--- src/rtl/cnt_pkg.sv ---
package cnt_pkg;

   typedef enum logic [1:0] {
      OP_HOLD = 2'd0,
      OP_STEP = 2'd1,
      OP_LOAD = 2'd2
   } cnt_op_e;

   // Load beats counting; counting needs both enables.
   function automatic cnt_op_e pick_op(input logic load_n,
                                       input logic en_p,
                                       input logic en_t);
      if (!load_n)
         return OP_LOAD;
      else if (en_p && en_t)
         return OP_STEP;
      else
         return OP_HOLD;
   endfunction

endpackage

--- src/rtl/cnt_next.sv ---
module cnt_next #(
   parameter int W = 4
) (
   input  logic           load_n,
   input  logic           en_p,
   input  logic           en_t,
   input  logic [W-1:0]   d,
   input  logic [W-1:0]   cur,
   output logic [W-1:0]   nxt
);
   import cnt_pkg::*;

   cnt_op_e op;

   always_comb begin
      op = pick_op(load_n, en_p, en_t);
      unique case (op)
         OP_LOAD: nxt = d;
         OP_STEP: nxt = cur + W'(1);
         default: nxt = cur;
      endcase
   end

endmodule

--- src/rtl/cnt_term.sv ---
module cnt_term #(
   parameter int W = 4
) (
   input  logic [W-1:0] cur,
   input  logic         en_t,
   output logic         tc
);
   // Terminal-count detect: purely combinational so a chain sees carry at once.
   assign tc = en_t && (&cur);

endmodule

--- src/rtl/cnt_stage.sv ---
module cnt_stage #(
   parameter int W = 4
) (
   input  logic         clk,
   input  logic         clr_n,
   input  logic         load_n,
   input  logic         en_p,
   input  logic         en_t,
   input  logic [W-1:0] d,
   output logic [W-1:0] q,
   output logic         tc
);
   logic [W-1:0] q_r;
   logic [W-1:0] q_nxt;

   cnt_next #(.W(W)) u_next (
      .load_n (load_n),
      .en_p   (en_p),
      .en_t   (en_t),
      .d      (d),
      .cur    (q_r),
      .nxt    (q_nxt)
   );

   always_ff @(posedge clk or negedge clr_n) begin
      if (!clr_n)
         q_r <= '0;
      else
         q_r <= q_nxt;
   end

   cnt_term #(.W(W)) u_term (
      .cur  (q_r),
      .en_t (en_t),
      .tc   (tc)
   );

   assign q = q_r;

endmodule

--- src/rtl/casc_cnt_chain.sv ---
module casc_cnt_chain #(
   parameter int STAGE_W  = 4,
   parameter int N_STAGES = 2
) (
   input  logic                          clk,
   input  logic                          clr_n,
   input  logic                          load_n,
   input  logic [STAGE_W*N_STAGES-1:0]   din,
   input  logic                          cnt_en,
   input  logic                          casc_en,
   output logic [STAGE_W*N_STAGES-1:0]   q,
   output logic                          tc
);
   localparam int TOTAL_W = STAGE_W * N_STAGES;

   if (STAGE_W < 1) begin : g_bad_width
      $error("casc_cnt_chain: STAGE_W must be at least 1");
   end
   if (N_STAGES < 1) begin : g_bad_count
      $error("casc_cnt_chain: N_STAGES must be at least 1");
   end
   if (TOTAL_W > 64) begin : g_too_wide
      $error("casc_cnt_chain: total width above 64 bits");
   end

   if (N_STAGES == 1) begin : g_single
      cnt_stage #(.W(STAGE_W)) u_st (
         .clk    (clk),
         .clr_n  (clr_n),
         .load_n (load_n),
         .en_p   (cnt_en),
         .en_t   (casc_en),
         .d      (din),
         .q      (q),
         .tc     (tc)
      );
   end else begin : g_chain
      logic st_tc [N_STAGES];
      for (genvar k = 0; k < N_STAGES; k++) begin : g_st
         logic en_t_k;
         if (k == 0) begin : g_head
            assign en_t_k = casc_en;
         end else begin : g_link
            assign en_t_k = st_tc[k-1];
         end
         cnt_stage #(.W(STAGE_W)) u_st (
            .clk    (clk),
            .clr_n  (clr_n),
            .load_n (load_n),
            .en_p   (cnt_en),
            .en_t   (en_t_k),
            .d      (din[k*STAGE_W +: STAGE_W]),
            .q      (q[k*STAGE_W +: STAGE_W]),
            .tc     (st_tc[k])
         );
      end
      assign tc = st_tc[N_STAGES-1];
   end

endmodule

--- config.mk ---
export PLATFORM = sky130hd
export DESIGN_NAME = casc_cnt_chain
export DESIGN_NICKNAME = d
export VERILOG_FILES = /design/src/rtl/cnt_pkg.sv /design/src/rtl/cnt_next.sv /design/src/rtl/cnt_term.sv /design/src/rtl/cnt_stage.sv /design/src/rtl/casc_cnt_chain.sv
export SDC_FILE = /design/constraint.sdc
export NUM_CORES = 1
export LEC_CHECK = 0
export BUFFER_PORTS_ARGS = -buffer_cell sky130_fd_sc_hd__buf_2
export CAP_MARGIN = 15
export CORE_MARGIN = 1
export CORE_UTILIZATION = 30
export CTS_BUF_LIST = sky130_fd_sc_hd__clkbuf_8 sky130_fd_sc_hd__clkbuf_16
export CTS_CLUSTER_SIZE = 24
export DETAILED_ROUTE_END_ITERATION = 16
export SYNTH_ARGS = -nofsm -noshare
export SYNTH_HDL_FRONTEND = slang
export SYNTH_SLANG_ARGS = --single-unit
--- constraint.sdc ---
create_clock -name clk -period 1.3 [get_ports clk]
set_input_delay 0.26 -clock clk [delete_from_list [all_inputs] [get_ports clk]]
set_output_delay 0.26 -clock clk [all_outputs]
set_load 0.02 [all_outputs]
==> impl_results.md, run 1 <==
* Status: finished, violations left
* Failing checks: negative setup slack
* Synth async-reset ratio at 100%
* Clock root cell: clkbuf_8
* Layout net count at 100
* Switching share of power at about 30%
* IO Pins at 22
* WL met1 at approximately 480 um
* Register area share after synthesis at between 40% and 50%
* Hold path cells at 3
* Synth Flop Type: dfrtp_1
* # port buffers at 21
* Rel. slew slack at 82.3%
* Htree depth at 1
* Clock power share at approximately 36%
* EDFF count, synth at 0
* Routed length on met3 at 91 um
* Die area at 0.00166 sq mm
* WL/cell at ~11 um
* GP Congestion at 0.718
* Initial antenna violation count at 0
* Final Cycle Share at 109%
* Power Total at between 800 and 900 uW
* Worst-Skew Late Latency at 230 ps
* Final Critical Period at 1420 ps
* Synth Instances at 51
* Sequential power share at 35.9%
* Clock Pin Slew Worst Setup and Hold Paths at approximately 40 ps
* Fin area at 731 sq um
* TritonCTS Sinks at 8
* Footprint of the multi-input gates at around 270 sq um
* Placed inst area at 666 sq um
* Synth area leaders: dfrtp_1 (44%), nor2_1 (7.5%), a31oi_1 (5.5%)
* Fin. Hold Viols at 0
* Flop2flop setup slack at 10 ps
* Max IR drop VDD at 0.642 mV
* Placed Cells incl. Taps at 94
* Fin Hold WS at 274 ps
* Pin count of the biggest net entering global routing at 17
* Final ANT Viol Nets at 0
* FF-to-FF End: g_chain.g_st[1].u_st.q[3]$_DFFE_PN0P_
* Yosys reg bits at 8
* Startpoint types: register
* Max clock buf depth at 2
* Top sig layer: met4
* Overall Global Routing Usage at 17.3%
* Sw power at between 200 and 300 uW
* CTS Buf Count at 3
* Vias per cell at between 4 and 5
* Crit end category: output port
* FILL cells at roughly 130
* # diodes at 0
* DP HPWL at between 900 and 1000 um
* Slew Viols, Final at 0
* Comb power frac at 28.1%
* Worst EP arrival at approximately 1200 ps
* Max FFs per register at 8
* R2r worst-path depth at 4
* Ratio of cells with drive above 1 in the final layout at roughly half
* Post-synthesis cell type count at 19
* MaxCap Viol Count at 0
* CP Class: reg -> out
* RR Startpoint: g_chain.g_st[0].u_st.q[0]$_DFFE_PN0P_
* Commonest cells post-synth: nor2_1 (9), dfrtp_1 (8), nand3_1 (5)
* Bufs and invs on worst path at 1
* Initial cell density of the core at between 30% and 40%
* Cell family with most CP delay: flip-flops
* Hold Crit Endpoint: g_chain.g_st[0].u_st.q[2]$_DFFE_PN0P_
* # setup viols final at 1
* Max incr delay on CP at about 380 ps
* Int Power at 600 uW
* P_leak at between 0.0003 and 0.0004 uW
* Critical path, cell by cell: ha_4 -> nand4_1 -> nor2_2 -> buf_6
* Synthesized area per cell at 8.86 sq um
* First-pass GRT wire length at 1750 um
* Min-delay src: din[2]
* Hold Crit Class: in -> reg
* Setup bufs post-CTS at 0
* Core Rows at 13
* Setup ws final at -116 ps
* Met2 routed WL at 555 um
* Die X-Extent at between 40 and 50 um
* Worst EP required at 1040 ps
* Syn_nets at 66
* Synth Cell Area at 452 sq um
* FF+latch area at 205 sq um
* Area leader, netlist: dfrtp_1
* Vias in the first global route at 410
* TritonCTS clock tree: yes
* Finished Layout Cells at 99
* Gr ovfl total at 0
* Skew final at 0.809 ps
* Core footprint at 0.00135 sq mm
* Fmax at 0.706 GHz
* Remaining DRCs at 0
* Synth-to-Final Area Change at 61.8%
* Yosys warnings at 0
* First-pass DRT Iterations at 4
* Post-synth top area share at 44.3%
* Vias at a little under 500
* Crit path max-delay cell type: dfrtp_2
* Pwr/cell area at roughly 1200 mW/mm^2
* Die height at between 40 and 50 um
* Detailed Route WL at 1140 um
* Count leader, synth: nor2_1
* Initial DRC count at 13
* RSZ-0062 raised after global routing: yes
* Actual slew at the worst max-slew pin at 265 ps
* Crit-path max FO at 3
==> tightest hold or removal path: cells and delay by family <==
family                 cells  cell delay [ps]
and+or+nand+nor            1               30
AOI/OAI and AO/OA          1              100
buffers and inverters      1               70
==> per-layer routing <==
metal | vias up | track usage, %
met5 | - | 0
met4 | 0 | 7.50
met3 | 2 | 8.15
met2 | 19 | 27.7
met1 | 214 | 19.3
li1 | 254 | -
==> stage by stage <==
stage / setup TNS (ps) / setup WS [ps] / utilization [%]
floorplan: -230 / -101 / -
detailed placement: -75.4 / -57.3 / 49.3
global route: -266 / -177 / 54.1
finish: -116 / -116 / 54.1
global placement: 0 / 6.29 / 49.3
CTS: -133 / -133 / 54.1
==> cells in the final DEF (no fill, tap or decap) <==
cell | synthesis | final
buf_2 | 1 | 20
buf_4 | 0 | 10
nor2_1 | 9 | 8
nand3_1 | 5 | 5
o21ai_0 | 4 | 4
a31oi_1 | 4 | 4
a21oi_1 | 4 | 4
dfrtp_2 | 0 | 4
dfrtp_1 | 8 | 4
clkbuf_8 | 0 | 3
xor2_1 | 2 | 2
or3_1 | 2 | 2
nand4_1 | 1 | 1
nor2_2 | 0 | 1
nand3_4 | 0 | 1
nand2_1 | 1 | 1
or3_4 | 0 | 1
mux2i_1 | 1 | 1
o31ai_1 | 1 | 1
or4_1 | 1 | 1
o21a_1 | 1 | 1
ha_1 | 2 | 1
ha_4 | 0 | 1
inv_1 | 0 | 1
dlygate4sd3_1 | 0 | 1
buf_6 | 0 | 1
==> worst max path at each step <==
stage	start	slack, ps	cells after the start	endpoint
after global placement	g_chain.g_st[0].u_st.q[1]$_DFFE_PN0P_	6	4	g_chain.g_st[1].u_st.q[3]$_DFFE_PN0P_
final	g_chain.g_st[0].u_st.q[0]$_DFFE_PN0P_	-120	4	tc
after floorplan	g_chain.g_st[0].u_st.q[1]$_DFFE_PN0P_	-100	4	g_chain.g_st[1].u_st.q[3]$_DFFE_PN0P_
after CTS	g_chain.g_st[0].u_st.q[0]$_DFFE_PN0P_	-130	4	tc
after detailed placement	g_chain.g_st[0].u_st.q[1]$_DFFE_PN0P_	-60	4	g_chain.g_st[1].u_st.q[3]$_DFFE_PN0P_
after global routing	g_chain.g_st[0].u_st.q[0]$_DFFE_PN0P_	-180	4	tc
==> power by group through the flow <==
stage	clock (uW)	sequential (uW)	combinational, uW
2_1_floorplan	0	350	85.9
3_3_place_gp	0	310	235
3_5_place_dp	0	311	240
4_1_cts	319	307	245
5_1_grt	344	312	269
6_report	308	307	240
==> cell families after synthesis <==
kind of cell,Yosys count,share of synthesized area (%)
buf+inv,3,2.77
compound gates,14,17.7
xor+xnor,2,3.88
flops,8,44.3
fa+ha+maj,2,5.54
mux,1,2.22
simple gates,21,23.5
==> cell type report <==
class	instances	share of cell area [%]
repair buffers	32	26.9
clock inverters	1	0.514
flip-flops and latches	8	28.1
multi-input cells	40	36.3
clock buffers	3	5.65
well taps	15	2.57
==> repair_timing <==
action / in CTS / in global routing
setup endpoints to repair: 3 / 3
hold buffers: 1 / 0
hold endpoints to repair: 8 / 0
gates resized for setup: 3 / 0
pin swaps: 6 / 2
No activity file was read; power rests on OpenSTA's default activity.
==> run 2: changes to the inputs <==
CORE_AREA = 2 2 39 41   (was default)
CORE_MARGIN = default   (was 1)
CORE_UTILIZATION = default   (was 30)
DIE_AREA = 0 0 41 43   (was default)
==> run 2 against run 1 <==
  * The flow still finishes with violations (negative setup slack)
  * Sequential power about the same
  * Sequential share of layout area is 0.096 points lower
  * Clock power increased by 2%
  * Largest power group unchanged
==> impl_results.md, run 2 (same netlist as run 1, synthesis figures left out) <==
* FILL cells at 143
* RR Startpoint: g_chain.g_st[0].u_st.q[0]$_DFFE_PN0P_
* Post-place setup slack at -48.8 ps
* Final core utilization at 53.0%
* Slew Viols, Final at 0
* Vias in the first global route at 431
* Worst EP required at ~1000 ps
* Core footprint at 0.00138 sq mm
* Crit path max-delay cell type: dfrtp_2
* First-pass DRT Iterations at 4
* Cell family with most CP delay: flip-flops
* Clock root cell: clkbuf_8
* MaxCap Viol Count at 0
* Die X-Extent at 41 um
* Failing checks: negative setup slack
* Fin area at about 730 sq um
* Actual slew at the worst max-slew pin at 270 ps
* Bufs and invs on worst path at 1
* # port buffers at 21
* Detailed Route WL at 1200 um
* R2r worst-path depth at 4
* Vias per cell at 4.98
* Commonest cells after routing, fill and taps aside: buf_2 (20), buf_4 (9), nor2_1 (8)
* Min-delay src: din[0]
* First-pass GRT wire length at 1850 um
* Hold Crit Endpoint: g_chain.g_st[0].u_st.q[0]$_DFFE_PN0P_
* Status: finished, violations left
* CTS Buf Count at 3
* Pin count of the biggest net entering global routing at 17
* # setup viols final at 1
* Most common cell after layout, fill and taps aside: buf_2
* Gr ovfl total at 0
* Initial DRC count at 7
* GP Congestion at a little over 0.7
* CP Class: reg -> out
* Die height at 43 um
* Ratio of cells with drive above 1 in the final layout at between 50 and 60%
* Worst-Skew Late Latency at 230 ps
* Footprint of the multi-input gates at between 200 and 300 sq um
* Worst EP arrival at 1150 ps
* Placed Cells incl. Taps at between 90 and 100
* Initial cell density of the core at 32.6%
* Die area at 0.00176 sq mm
* Hold Crit Class: in -> reg
* WL/cell at 12.2 um
* RSZ-0062 raised after global routing: yes
* Crit-path max FO at 3
* Layout net count at between 90 and 100
* Clock Pin Slew Worst Setup and Hold Paths at ~50 ps
* # diodes at 0
* Pwr/cell area at 1180 mW/mm^2
* Setup ws final at -110 ps
* Final Cycle Share at 108%
* TritonCTS Sinks at 8
* Rel. slew slack at 82.0%
* Fin. Hold Viols at 0
* Startpoint types: register
* Finished Layout Cells at between 90 and 100
* Placed inst area at between 600 and 700 sq um
* Overall Global Routing Usage at 16.5%
* IO Pins at 22
* FF-to-FF End: g_chain.g_st[1].u_st.q[3]$_DFFE_PN0P_
* Final Critical Period at 1410 ps
* Htree depth at 1
* Max clock buf depth at 2
* Max FFs per register at 8
* Hold path cells at 3
* Setup bufs post-CTS at 0
* Fmax at 0.709 GHz
* Initial antenna violation count at 0
* TritonCTS clock tree: yes
* Flop2flop setup slack at 20 ps
* Core Rows at 14
* Final ANT Viol Nets at 0
* Setup TNS at -110 ps
* Max IR drop VDD at 0.564 mV
* Critical path, cell by cell: ha_4 -> nand4_1 -> nor2_2 -> buf_6
* FF+latch area at 205 sq um
* Remaining DRCs at 0
* Skew final at 8.69 ps
* P_leak at 0.000324 uW
* Synth-to-Final Area Change at 62.3%
* Max incr delay on CP at 370 ps
* Crit end category: output port
* Vias at roughly 490
[run 2: cell types whose count changed in the layout (fill, tap and decap cells not counted), sizes merged]
cell | previous run | this run
buf | 31 | 30
[run 2: worst min-delay path, stage by stage]
cell	delay (ps)
buf_2	70
nor2_1	30
a21oi_1	90
[run 2: per-layer routing]
layer | track usage [%] | part of all wire (%)
met1 | 19.1 | 43
met2 | 25.0 | 50
met3 | 5.24 | 6.0
met4 | 10.0 | 0.91
met5 | 0 | 0
[run 2: worst max-delay path by stage]
stage	startpoint	to	cells after the start
2_1_floorplan	g_chain.g_st[0].u_st.q[1]$_DFFE_PN0P_	g_chain.g_st[1].u_st.q[3]$_DFFE_PN0P_	4
3_3_place_gp	g_chain.g_st[0].u_st.q[1]$_DFFE_PN0P_	g_chain.g_st[1].u_st.q[3]$_DFFE_PN0P_	4
3_5_place_dp	g_chain.g_st[0].u_st.q[1]$_DFFE_PN0P_	g_chain.g_st[1].u_st.q[3]$_DFFE_PN0P_	4
4_1_cts	g_chain.g_st[0].u_st.q[1]$_DFFE_PN0P_	tc	4
5_1_grt	g_chain.g_st[0].u_st.q[0]$_DFFE_PN0P_	tc	4
6_report	g_chain.g_st[0].u_st.q[0]$_DFFE_PN0P_	tc	4
[run 2: power breakdown]
group	internal [uW]	switching [uW]
logic	114	127
clock network	206	109
registers	279	28.8
total	599	265
[run 2: repair_timing]
item                                    CTS  global route
pin swaps                                 7             0
hold endpoints to repair                  8             0
gates resized for setup                   2             3
endpoints found under the setup margin    4             3
hold buffers                              1             0
[run 2: area by class of cell]
| type | instances | share of cell area (%) |
|---|---|---|
| Multi-Input combinational cell | 40 | 37.4 |
| Sequential cell | 8 | 28.0 |
| Timing Repair Buffer | 31 | 25.8 |
| Clock buffer | 3 | 5.63 |
| Tap cell | 16 | 2.73 |
| Clock inverter | 1 | 0.512 |
[run 2: stage by stage]
stage	hold WS, ps	total power, uW
6_report	267	863
5_1_grt	284	917
4_1_cts	272	867
3_5_place_dp	120	546
3_3_place_gp	118	542
2_1_floorplan	-35.6	436
==> run 3: changes to the inputs <==
PLACE_DENSITY = 0.64   (was default)
==> run 3 against run 2 <==
  * The flow still finishes with violations (negative setup slack)
  * Cell area grew 4.1%
  * Die area is the same
  * Utilization grew 2.2 points
  * Critical endpoint unchanged
  * Largest power group is now sequential cells
==> impl_results.md, run 3 (same netlist as run 1, synthesis figures left out) <==
* Status: finished, violations left
* Failing checks: negative setup slack
* Comb power frac at 29.2%
* Final ANT Viol Nets at 0
* Rel. slew slack at 81.3%
* Skew final at between 6 and 7 ps
* Crit end category: output port
* Layout net count at 103
* Synth-to-Final Area Change at 69.0%
* Worst EP arrival at 1130 ps
* Setup ws final at -92.1 ps
* First-pass DRT Iterations at 4
* IO Pins at 22
* Fmax at 0.718 GHz
* Worst-Skew Late Latency at 230 ps
* # setup viols final at 4
* Max clock buf depth at 2
* Fin. Hold Viols at 0
* Setup TNS at -268 ps
* Sequential power share at 35.6%
* Actual slew at the worst max-slew pin at 281 ps
* WL met1 at between 500 and 600 um
* CTS Buf Count at 3
* Core Rows at 14
* Ratio of cells with drive above 1 in the final layout at 52.9%
* Initial DRC count at 8
* Overall Global Routing Usage at 17.1%
* CP Class: reg -> out
* Sw power at 264 uW
* Placed Cells incl. Taps at between 90 and 100
* Final Critical Period at 1390 ps
* Clock Pin Slew Worst Setup and Hold Paths at 50 ps
* Vias per cell at 4.80
* Vias at 494
* Post-place setup slack at -23.9 ps
* Commonest cells after routing, fill and taps aside: buf_2 (20), buf_4 (14), nor2_1 (8)
* TritonCTS Sinks at 8
* TritonCTS clock tree: yes
* Final Cycle Share at 107%
* Initial cell density of the core at 32.6%
* Met2 routed WL at roughly 570 um
* Htree depth at 1
* Remaining DRCs at 0
* # port buffers at 21
* Most common cell after layout, fill and taps aside: buf_2
* Pin count of the biggest net entering global routing at 17
* GP Congestion at 0.784
* Clock root cell: clkbuf_8
* Top sig layer: met4
* Clock power share at 35.3%
* MaxCap Viol Count at 0
* Max IR drop VDD at between 0.6 and 0.7 mV
* Vias in the first global route at between 400 and 500
* Routed length on met3 at 59 um
* Hold Crit Class: in -> reg
* WL/cell at 12.1 um
* Int Power at a little over 600 uW
* Initial antenna violation count at 0
* Crit-path max FO at 2
* Gr ovfl total at 0
* Startpoint types: register
* Die area at about 0.0018 sq mm
* Slew Viols, Final at 0
* Core footprint at approximately 0.0014 sq mm
* Detailed Route WL at 1250 um
* Finished Layout Cells at 103
* Pwr/cell area at 1150 mW/mm^2
* First-pass GRT wire length at 1950 um
* Worst EP required at 1040 ps
* P_leak at 0.000339 uW
* RSZ-0062 raised after global routing: yes
* Die X-Extent at 41 um
* Max FFs per register at 8
* # diodes at 0
* Switching share of power at 30.2%
* Die height at 43 um
* DP HPWL at 916 um
-- run 3: power groups by stage --
stage | registers [uW] | logic, uW | clock network [uW]
finish | 311 | 255 | 308
global route | 314 | 283 | 343
CTS | 308 | 250 | 319
detailed placement | 311 | 242 | 0
global placement | 310 | 238 | 0
floorplan | 350 | 85.9 | 0
-- run 3: worst paths after layout --
kind	start	end	slack [ps]	cells after the start
worst min register to register	g_chain.g_st[1].u_st.q[3]$_DFFE_PN0P_	g_chain.g_st[1].u_st.q[3]$_DFFE_PN0P_	580	2
max in group asynchronous	clr_n	g_chain.g_st[0].u_st.q[0]$_DFFE_PN0P_	700	2
worst max register to register	g_chain.g_st[0].u_st.q[1]$_DFFE_PN0P_	g_chain.g_st[1].u_st.q[2]$_DFFE_PN0P_	-90	5
worst max-delay path	g_chain.g_st[0].u_st.q[1]$_DFFE_PN0P_	tc	-90	4
worst min-delay path	din[5]	g_chain.g_st[1].u_st.q[1]$_DFFE_PN0P_	270	3
min in group asynchronous	clr_n	g_chain.g_st[1].u_st.q[0]$_DFFE_PN0P_	400	2
-- run 3: per-stage QoR --
step           area [sq um]  util, %  total power [uW]  hold slack, ps
4_1_cts                 742     53.6               877             272
5_1_grt                 763     55.2               939             292
3_3_place_gp            674     48.7               548             116
2_1_floorplan           479        -               436           -35.6
3_5_place_dp            674     48.7               553             118
6_report                763     55.2               874             272
-- run 3: critical path, stage by stage (launching register included) --
cell     delay (ps)
dfrtp_2         420
ha_4            160
nand4_1         130
nor2_2           40
buf_4           150
-- run 3: final cells by class --
type	instances	area [sq um]
Fill cell	123	621
Clock inverter	1	3.75
Tap cell	16	20.0
Sequential cell	8	205
Timing Repair Buffer	35	215
Multi-Input combinational cell	40	278
Clock buffer	3	41.3
-- run 3: per-layer routing --
layer,up-vias,track usage [%]
met5,-,0
met4,0,12.0
met3,2,4.71
met2,15,23.4
met1,216,22.1
li1,261,-
-- run 3: repair_timing --
| item | CTS | global route |
|---|---|---|
| pin swaps | 7 | 4 |
| hold buffers | 1 | 0 |
| endpoints found under the hold margin | 8 | 0 |
| setup endpoints to repair | 4 | 4 |
| buffers inserted | 1 | 1 |
| resized for setup | 2 | 2 |
